## config.mk

```make
export PLATFORM = sky130hd
export DESIGN_NAME = rxs_ctrl
export DESIGN_NICKNAME = d
export VERILOG_FILES = /design/src/rtl/rxs_pkg.sv /design/src/rtl/rxs_clk_sel.sv /design/src/rtl/rxs_start_det.sv /design/src/rtl/rxs_ctrl.sv
export SDC_FILE = /design/constraint.sdc
export NUM_CORES = 1
export LEC_CHECK = 0
export BUFFER_PORTS_ARGS = -buffer_cell sky130_fd_sc_hd__buf_2
export CAP_MARGIN = 10
export CORE_ASPECT_RATIO = 1.5
export CORE_MARGIN = 2
export CORE_UTILIZATION = 53
export DETAILED_ROUTE_END_ITERATION = 12
export GPL_TIMING_DRIVEN = 0
export PLACE_DENSITY = 0.8
export SETUP_SLACK_MARGIN = 0.15
export SKIP_LAST_GASP = 1
export SYNTH_ARGS = -nofsm -noshare
export SYNTH_HDL_FRONTEND = slang
export SYNTH_HIERARCHICAL = 1
export SYNTH_SLANG_ARGS = --single-unit
```

## constraint.sdc

```tcl
create_clock -name clk -period 2.9 [get_ports clk]
set_clock_uncertainty 0.05 [all_clocks]
set_input_delay 0.58 -clock clk [delete_from_list [all_inputs] [get_ports clk]]
set_output_delay 0.58 -clock clk [all_outputs]
set_load 0.02 [all_outputs]
```

## src/rtl/rxs_pkg.sv

```systemverilog
`timescale 1ns/1ps
package rxs_pkg;

    typedef enum logic [1:0] {
        ST_OFF  = 2'd0,
        ST_HUNT = 2'd1,
        ST_RECV = 2'd2
    } rx_state_t;

    typedef enum logic [3:0] {
        SC_CONT    = 4'd0,
        SC_TX      = 4'd1,
        SC_FS_LOW  = 4'd2,
        SC_FS_HIGH = 4'd3,
        SC_FS_FALL = 4'd4,
        SC_FS_RISE = 4'd5,
        SC_FS_CHG  = 4'd6,
        SC_FS_EDGE = 4'd7,
        SC_CMP     = 4'd8
    } start_code_t;

    localparam logic [1:0] SRC_DIV  = 2'd0;
    localparam logic [1:0] SRC_TX   = 2'd1;
    localparam logic [1:0] SRC_PIN  = 2'd2;
    localparam logic [1:0] GATE_LOW  = 2'd1;
    localparam logic [1:0] GATE_HIGH = 2'd2;
    localparam logic [1:0] OUT_ALWAYS = 2'd1;
    localparam logic [1:0] OUT_XFER   = 2'd2;
    localparam logic [1:0] FIELD_RSVD = 2'd3;
    localparam logic [3:0] SC_LAST    = 4'd8;

endpackage

```

## src/rtl/rxs_clk_sel.sv

```systemverilog
`timescale 1ns/1ps
module rxs_clk_sel
    import rxs_pkg::*;
#(
    parameter int SYNC_STAGES = 2
) (
    input  logic       clk,
    input  logic       rst_n,
    input  logic [1:0] src,
    input  logic [1:0] gate,
    input  logic       inv,
    input  logic       div_clk,
    input  logic       tx_clk,
    input  logic       pin_clk,
    input  logic       fs_raw,
    input  logic       d_raw,
    output logic       samp_stb,
    output logic       shft_stb,
    output logic       fs_now,
    output logic       d_now,
    output logic       clk_sync
);
    localparam int LAST = SYNC_STAGES - 1;

    logic       raw_clk;
    logic [2:0] pipe [SYNC_STAGES];
    logic       clk_prev;
    logic       rise, fall, gate_ok;

    always_comb begin
        unique case (src)
            SRC_TX:  raw_clk = tx_clk;
            SRC_PIN: raw_clk = pin_clk;
            default: raw_clk = div_clk;
        endcase
    end

    always_ff @(posedge clk or negedge rst_n) begin
        if (!rst_n) begin
            for (int k = 0; k < SYNC_STAGES; k++) pipe[k] <= '0;
            clk_prev <= 1'b0;
        end else begin
            pipe[0] <= {raw_clk, fs_raw, d_raw};
            for (int k = 1; k < SYNC_STAGES; k++) pipe[k] <= pipe[k-1];
            clk_prev <= pipe[LAST][2];
        end
    end

    assign clk_sync = pipe[LAST][2];
    assign fs_now   = pipe[LAST][1];
    assign d_now    = pipe[LAST][0];
    assign rise     = clk_sync & ~clk_prev;
    assign fall     = ~clk_sync & clk_prev;

    always_comb begin
        unique case (gate)
            GATE_LOW:  gate_ok = ~fs_now;
            GATE_HIGH: gate_ok = fs_now;
            default:   gate_ok = 1'b1;
        endcase
    end

    assign samp_stb = gate_ok & (inv ? rise : fall);
    assign shft_stb = gate_ok & (inv ? fall : rise);
endmodule

```

## src/rtl/rxs_start_det.sv

```systemverilog
`timescale 1ns/1ps
module rxs_start_det
    import rxs_pkg::*;
#(
    parameter int CMP_W  = 16,
    parameter int CLEN_W = 5
) (
    input  logic              clk,
    input  logic              rst_n,
    input  logic [3:0]        code,
    input  logic              samp_stb,
    input  logic              fs_now,
    input  logic              d_now,
    input  logic              tx_start,
    input  logic [CMP_W-1:0]  cmp_pat,
    input  logic [CLEN_W-1:0] cmp_len,
    output logic              hit,
    output logic              cont,
    output logic              code_bad
);
    logic             fs_last;
    logic [CMP_W-1:0] hist_q, hist_nx, mask;
    logic             match;

    assign hist_nx = {hist_q[CMP_W-2:0], d_now};

    always_ff @(posedge clk or negedge rst_n) begin
        if (!rst_n) begin
            fs_last <= 1'b0;
            hist_q  <= '0;
        end else if (samp_stb) begin
            fs_last <= fs_now;
            hist_q  <= hist_nx;
        end
    end

    always_comb begin
        for (int j = 0; j < CMP_W; j++) mask[j] = (32'(j) < 32'(cmp_len));
    end

    assign match    = ((hist_nx ^ cmp_pat) & mask) == '0;
    assign code_bad = code > SC_LAST;
    assign cont     = (code == SC_CONT) || code_bad;

    always_comb begin
        if (code_bad) hit = 1'b1;
        else begin
            unique case (start_code_t'(code))
                SC_CONT:    hit = 1'b1;
                SC_TX:      hit = tx_start;
                SC_FS_LOW:  hit = samp_stb & ~fs_now;
                SC_FS_HIGH: hit = samp_stb & fs_now;
                SC_FS_FALL: hit = samp_stb & fs_last & ~fs_now;
                SC_FS_RISE: hit = samp_stb & ~fs_last & fs_now;
                SC_FS_CHG,
                SC_FS_EDGE: hit = samp_stb & (fs_last ^ fs_now);
                SC_CMP:     hit = samp_stb & match;
                default:    hit = 1'b1;
            endcase
        end
    end
endmodule

```

## src/rtl/rxs_ctrl.sv

```systemverilog
`timescale 1ns/1ps
module rxs_ctrl
    import rxs_pkg::*;
#(
    parameter int CMP_W       = 16,
    parameter int LEN_W       = 6,
    parameter int SYNC_STAGES = 2,
    localparam int CLEN_W     = $clog2(CMP_W + 1)
) (
    input  logic              clk,
    input  logic              rst_n,
    input  logic              rx_en,
    input  logic [1:0]        cfg_clk_src,
    input  logic [3:0]        cfg_start,
    input  logic [1:0]        cfg_gate,
    input  logic              cfg_inv,
    input  logic [1:0]        cfg_out_mode,
    input  logic [CMP_W-1:0]  cmp_pattern,
    input  logic [CLEN_W-1:0] cmp_len,
    input  logic [LEN_W-1:0]  data_len,
    input  logic              div_clk,
    input  logic              tx_clk,
    input  logic              pin_clk_in,
    input  logic              fsync_in,
    input  logic              data_in,
    input  logic              tx_start,
    output logic              sample_stb,
    output logic              shift_stb,
    output logic              rx_active,
    output logic              pin_clk_oe,
    output logic              pin_clk_out,
    output logic              cfg_error
);
    rx_state_t        st_q, st_d;
    logic [LEN_W-1:0] cnt_q, cnt_d, word_len;
    logic             fs_now, d_now, clk_sync;
    logic             start_hit, cont, code_bad, cfg_bad, err_q;

    rxs_clk_sel #(.SYNC_STAGES(SYNC_STAGES)) u_clk (
        .clk(clk), .rst_n(rst_n), .src(cfg_clk_src), .gate(cfg_gate),
        .inv(cfg_inv), .div_clk(div_clk), .tx_clk(tx_clk),
        .pin_clk(pin_clk_in), .fs_raw(fsync_in), .d_raw(data_in),
        .samp_stb(sample_stb), .shft_stb(shift_stb), .fs_now(fs_now),
        .d_now(d_now), .clk_sync(clk_sync)
    );

    rxs_start_det #(.CMP_W(CMP_W), .CLEN_W(CLEN_W)) u_start (
        .clk(clk), .rst_n(rst_n), .code(cfg_start), .samp_stb(sample_stb),
        .fs_now(fs_now), .d_now(d_now), .tx_start(tx_start),
        .cmp_pat(cmp_pattern), .cmp_len(cmp_len), .hit(start_hit),
        .cont(cont), .code_bad(code_bad)
    );

    assign word_len = (data_len == '0) ? LEN_W'(1) : data_len;

    // Next state: T_DISABLE, T_ENABLE, T_START, T_WORD_DONE, T_RELOAD
    always_comb begin
        st_d  = st_q;
        cnt_d = cnt_q;
        if (!rx_en) begin
            st_d = ST_OFF;
        end else begin
            unique case (st_q)
                ST_OFF:  st_d = ST_HUNT;
                ST_HUNT: if (start_hit) begin
                    st_d  = ST_RECV;
                    cnt_d = word_len;
                end
                ST_RECV: if (sample_stb) begin
                    if (cnt_q == LEN_W'(1)) begin
                        cnt_d = word_len;
                        st_d  = cont ? ST_RECV : ST_HUNT;
                    end else begin
                        cnt_d = cnt_q - LEN_W'(1);
                    end
                end
                default: st_d = ST_OFF;
            endcase
        end
    end

    // State register
    always_ff @(posedge clk or negedge rst_n) begin
        if (!rst_n) begin
            st_q  <= ST_OFF;
            cnt_q <= '0;
            err_q <= 1'b0;
        end else begin
            st_q  <= st_d;
            cnt_q <= cnt_d;
            if (cfg_bad) err_q <= 1'b1;
        end
    end

    assign cfg_bad = code_bad || (cfg_clk_src == FIELD_RSVD) ||
                     (cfg_gate == FIELD_RSVD) || (cfg_out_mode == FIELD_RSVD);

    // Outputs
    always_comb begin
        rx_active   = (st_q == ST_RECV);
        pin_clk_oe  = (cfg_out_mode == OUT_ALWAYS) ||
                      ((cfg_out_mode == OUT_XFER) && (st_q == ST_RECV));
        pin_clk_out = clk_sync;
        cfg_error   = err_q;
    end
endmodule

```

==> metrics.cfg <==
[outcome]
status=finished, final reports clean

[yosys]
synth_seq_cells=32
synth_area_per_cell_um2=10.3
netlist_top_cells_area=dfrtp_1 (39%), mux2_2 (9.4%), xor2_1 (4.7%)
yosys.cell_types.count=60
synthTopCellsByCount=dfrtp_1 (32), mux2_2 (17), nor2_1 (13)
synth_nets=250
synthArstFlopShare=1.00
synth_area_mm2=0.00203
syn_inst=197
ys_seq_area_frac=0.394
yosysTopAreaCell=dfrtp_1
synth_top_area_frac=0.394
synth_edf_count=0
synth.most_common_cell=dfrtp_1
yosys_warnings=6
ys.flop_type=dfrtp_1

[cells_and_area]
area_delta_synth_final_pct=24.0
stdcell_count=302
nFillCells=313
drive_above_1_share=0.417
antenna_cells=0
nets=312
final_util=0.684

[die]
fp.dieW_um=54.6
die_h_um=79.8
start_util=0.552
dieArea_mm2=0.00436
core_mm2=0.00368
pin_count=53
rows=27

[placed_design]
dp_slack_ns=-0.189
portBuffers=50
globalplace.congestion=0.849
dp.final_hpwl_um=3210
dp_cells=290

[cts]
cts_tree=done
clock_path_buffers=2
clk_latency_ns=0.29
root_buffer=clkbuf_8
htree_num_levels=2
path_clk_slew_ns=0.07
numCtsBuffers=5
clkSinkCount=32

[hold_path]
hold_class=input pin to async pin

[grt]
grt_use_total=0.219
antenna_found_initial=0
grt-ovfl-total=0
grt_pass1_vias=1694
grt_pass1_wl_um=6980
grt_max_degree=33

[worst_setup_path]
cp-start-kind=input pin
worstSetupPathType=input pin to register
worstSetupEndpointType=register
crit_top_cell=inv_1
cp.arrival_ns=2.86
slowest_delay_ns=0.43
slowest_stage=or3_4
critPathMaxFanout=7
crit_chain=buf_2, inv_1, ha_2, inv_1, a22oi_2, buf_6, nand4b_1, a31oi_1, o22ai_1, o31ai_2, a31o_1, a41oi_4, or3_4, o211ai_2
crit_required_ns=3.06

[pwr]
ir_worst_vdd_uv=544
power_mw=1.53
p_per_area_mw_per_mm2=607
p_leak_nw=1.17

[sta]
worst_slew_pin_slew_ns=0.691
fin_crit_sh=0.929
fin_ws_ns=0.206
finalHoldViolCount=0
rsz0062_at_grt=yes
max_freq_mhz=371
setup_violations=0
slew-limit-headroom=0.539
slew_violations=0
setup_tns_ns=0
period_needed_ns=2.69

[routing]
drc=0
postRouteAntennaNets=0
viasPerCell=5.76
drt-initial-drc-count=34
num_vias=1740
post_drt_wl_per_cell_um=14.0
drt_first_pass_iters=5
routed_wl_um=4240

[job]
drv_cap=0

-- critical path: cells and delay by family --
kind,cells,cell delay (ns)
buffers and inverters,4,0.36
AND/OR/NAND/NOR,2,0.51
adder cells (fa/ha/maj),1,0.31
AO/OA/AOI/OAI,7,1.10
-- power breakdown --
part           internal, mW  switching (mW)  total [mW]
Combinational         0.255           0.240       0.495
Clock                 0.211           0.151       0.362
Sequential            0.562           0.112       0.673
Total                  1.03           0.502        1.53
-- flip-flops by register name, indices dropped and copies added, names as in the netlist --
| register | flops |
|---|---|
| st_q | 2 |
| cnt_q | 6 |
| u_clk/fs_now | 1 |
| u_clk/clk_sync | 1 |
| u_clk/clk_prev | 1 |
| u_start/fs_last | 1 |
| u_clk/pipe | 3 |
| cfg_error | 1 |
| u_clk/d_now | 1 |
| u_start/hist_q | 15 |
-- metrics by stage --
| stage | hold slack (ns) | cell area [um2] |
|---|---|---|
| finish | 0.285 | 2520 |
| global route | 0.307 | 2520 |
| floorplan | 0.234 | 2040 |
| global placement | 0.281 | 2350 |
| detailed placement | 0.285 | 2350 |
| CTS | 0.300 | 2460 |
-- kinds of logic (layout without fill, tap and decap cells) --
| logic type | Yosys count | count (layout) | synth area share |
|---|---|---|---|
| multiplexers | 18 | 18 | 0.0991 |
| AND/OR/NAND/NOR | 53 | 53 | 0.151 |
| buffers and inverters | 18 | 80 | 0.0406 |
| AO/OA/AOI/OAI | 51 | 51 | 0.187 |
| adder cells (fa/ha/maj) | 7 | 7 | 0.0425 |
| XOR/XNOR | 18 | 18 | 0.0850 |
| flip-flops | 32 | 32 | 0.394 |
-- layer usage --
layer  vias up  track usage  wire length, um
li1        842            -                -
met1       840        0.219             1590
met2        53        0.410             2330
met3         5       0.0468              244
met4         0       0.0925               74
met5         -            0                0
-- layout by cell type (no fill, tap or decap), types with 2 or more instances in the layout --
| cell type | n |
|---|---|
| nand4b_1 | 3 |
| nand2_1 | 8 |
| a31oi_1 | 4 |
| o21ai_1 | 2 |
| buf_4 | 6 |
| a21oi_1 | 7 |
| xor2_1 | 11 |
| ha_1 | 5 |
| nor3_2 | 2 |
| a211oi_1 | 2 |
| nor3_1 | 4 |
| buf_6 | 2 |
| nand3_1 | 6 |
| nand2b_1 | 2 |
| clkbuf_8 | 7 |
| o21ai_0 | 7 |
| or3b_1 | 2 |
| o21a_1 | 2 |
| dfrtp_1 | 32 |
| xor2_2 | 2 |
| nor2_1 | 13 |
| xnor2_1 | 5 |
| a22oi_1 | 3 |
| or3_4 | 2 |
| buf_2 | 52 |
| inv_1 | 12 |
| nand3b_1 | 3 |
| mux2_2 | 17 |
-- layout make-up --
type,instances,area (um2),share of cell area
Buffer,6,43.8,0.0174
Inverter,12,45.0,0.0179
Clock buffer,7,96.3,0.0383
Timing Repair Buffer,55,288,0.114
Multi-Input combinational cell,147,1190,0.473
Sequential cell,32,801,0.318
Tap cell,43,53.8,0.0214
-- final timing paths --
kind,startpoint,to,slack [ns],depth (start not counted)
max,cfg_gate[0],cnt_q[1],0.21,14
min,rst_n,u_clk/pipe[4],0.29,1
max reg2reg,u_clk/clk_sync,cnt_q[1],0.30,11
min reg2reg,u_clk/pipe[4],u_clk/fs_now,0.30,0
max in group asynchronous,rst_n,u_start/hist_q[13],2.06,1
min in group clk,u_clk/pipe[4],u_clk/fs_now,0.30,0
-- repair_timing --
item                                   CTS  global route
buffers inserted                         2             3
setup endpoints to repair                3             6
gates resized for setup                  0             6
endpoints found under the hold margin    0             0
hold buffers                             0             0
pin swaps                                1             5
cloned                                   0             0
No activity file was read; power rests on OpenSTA's default activity.
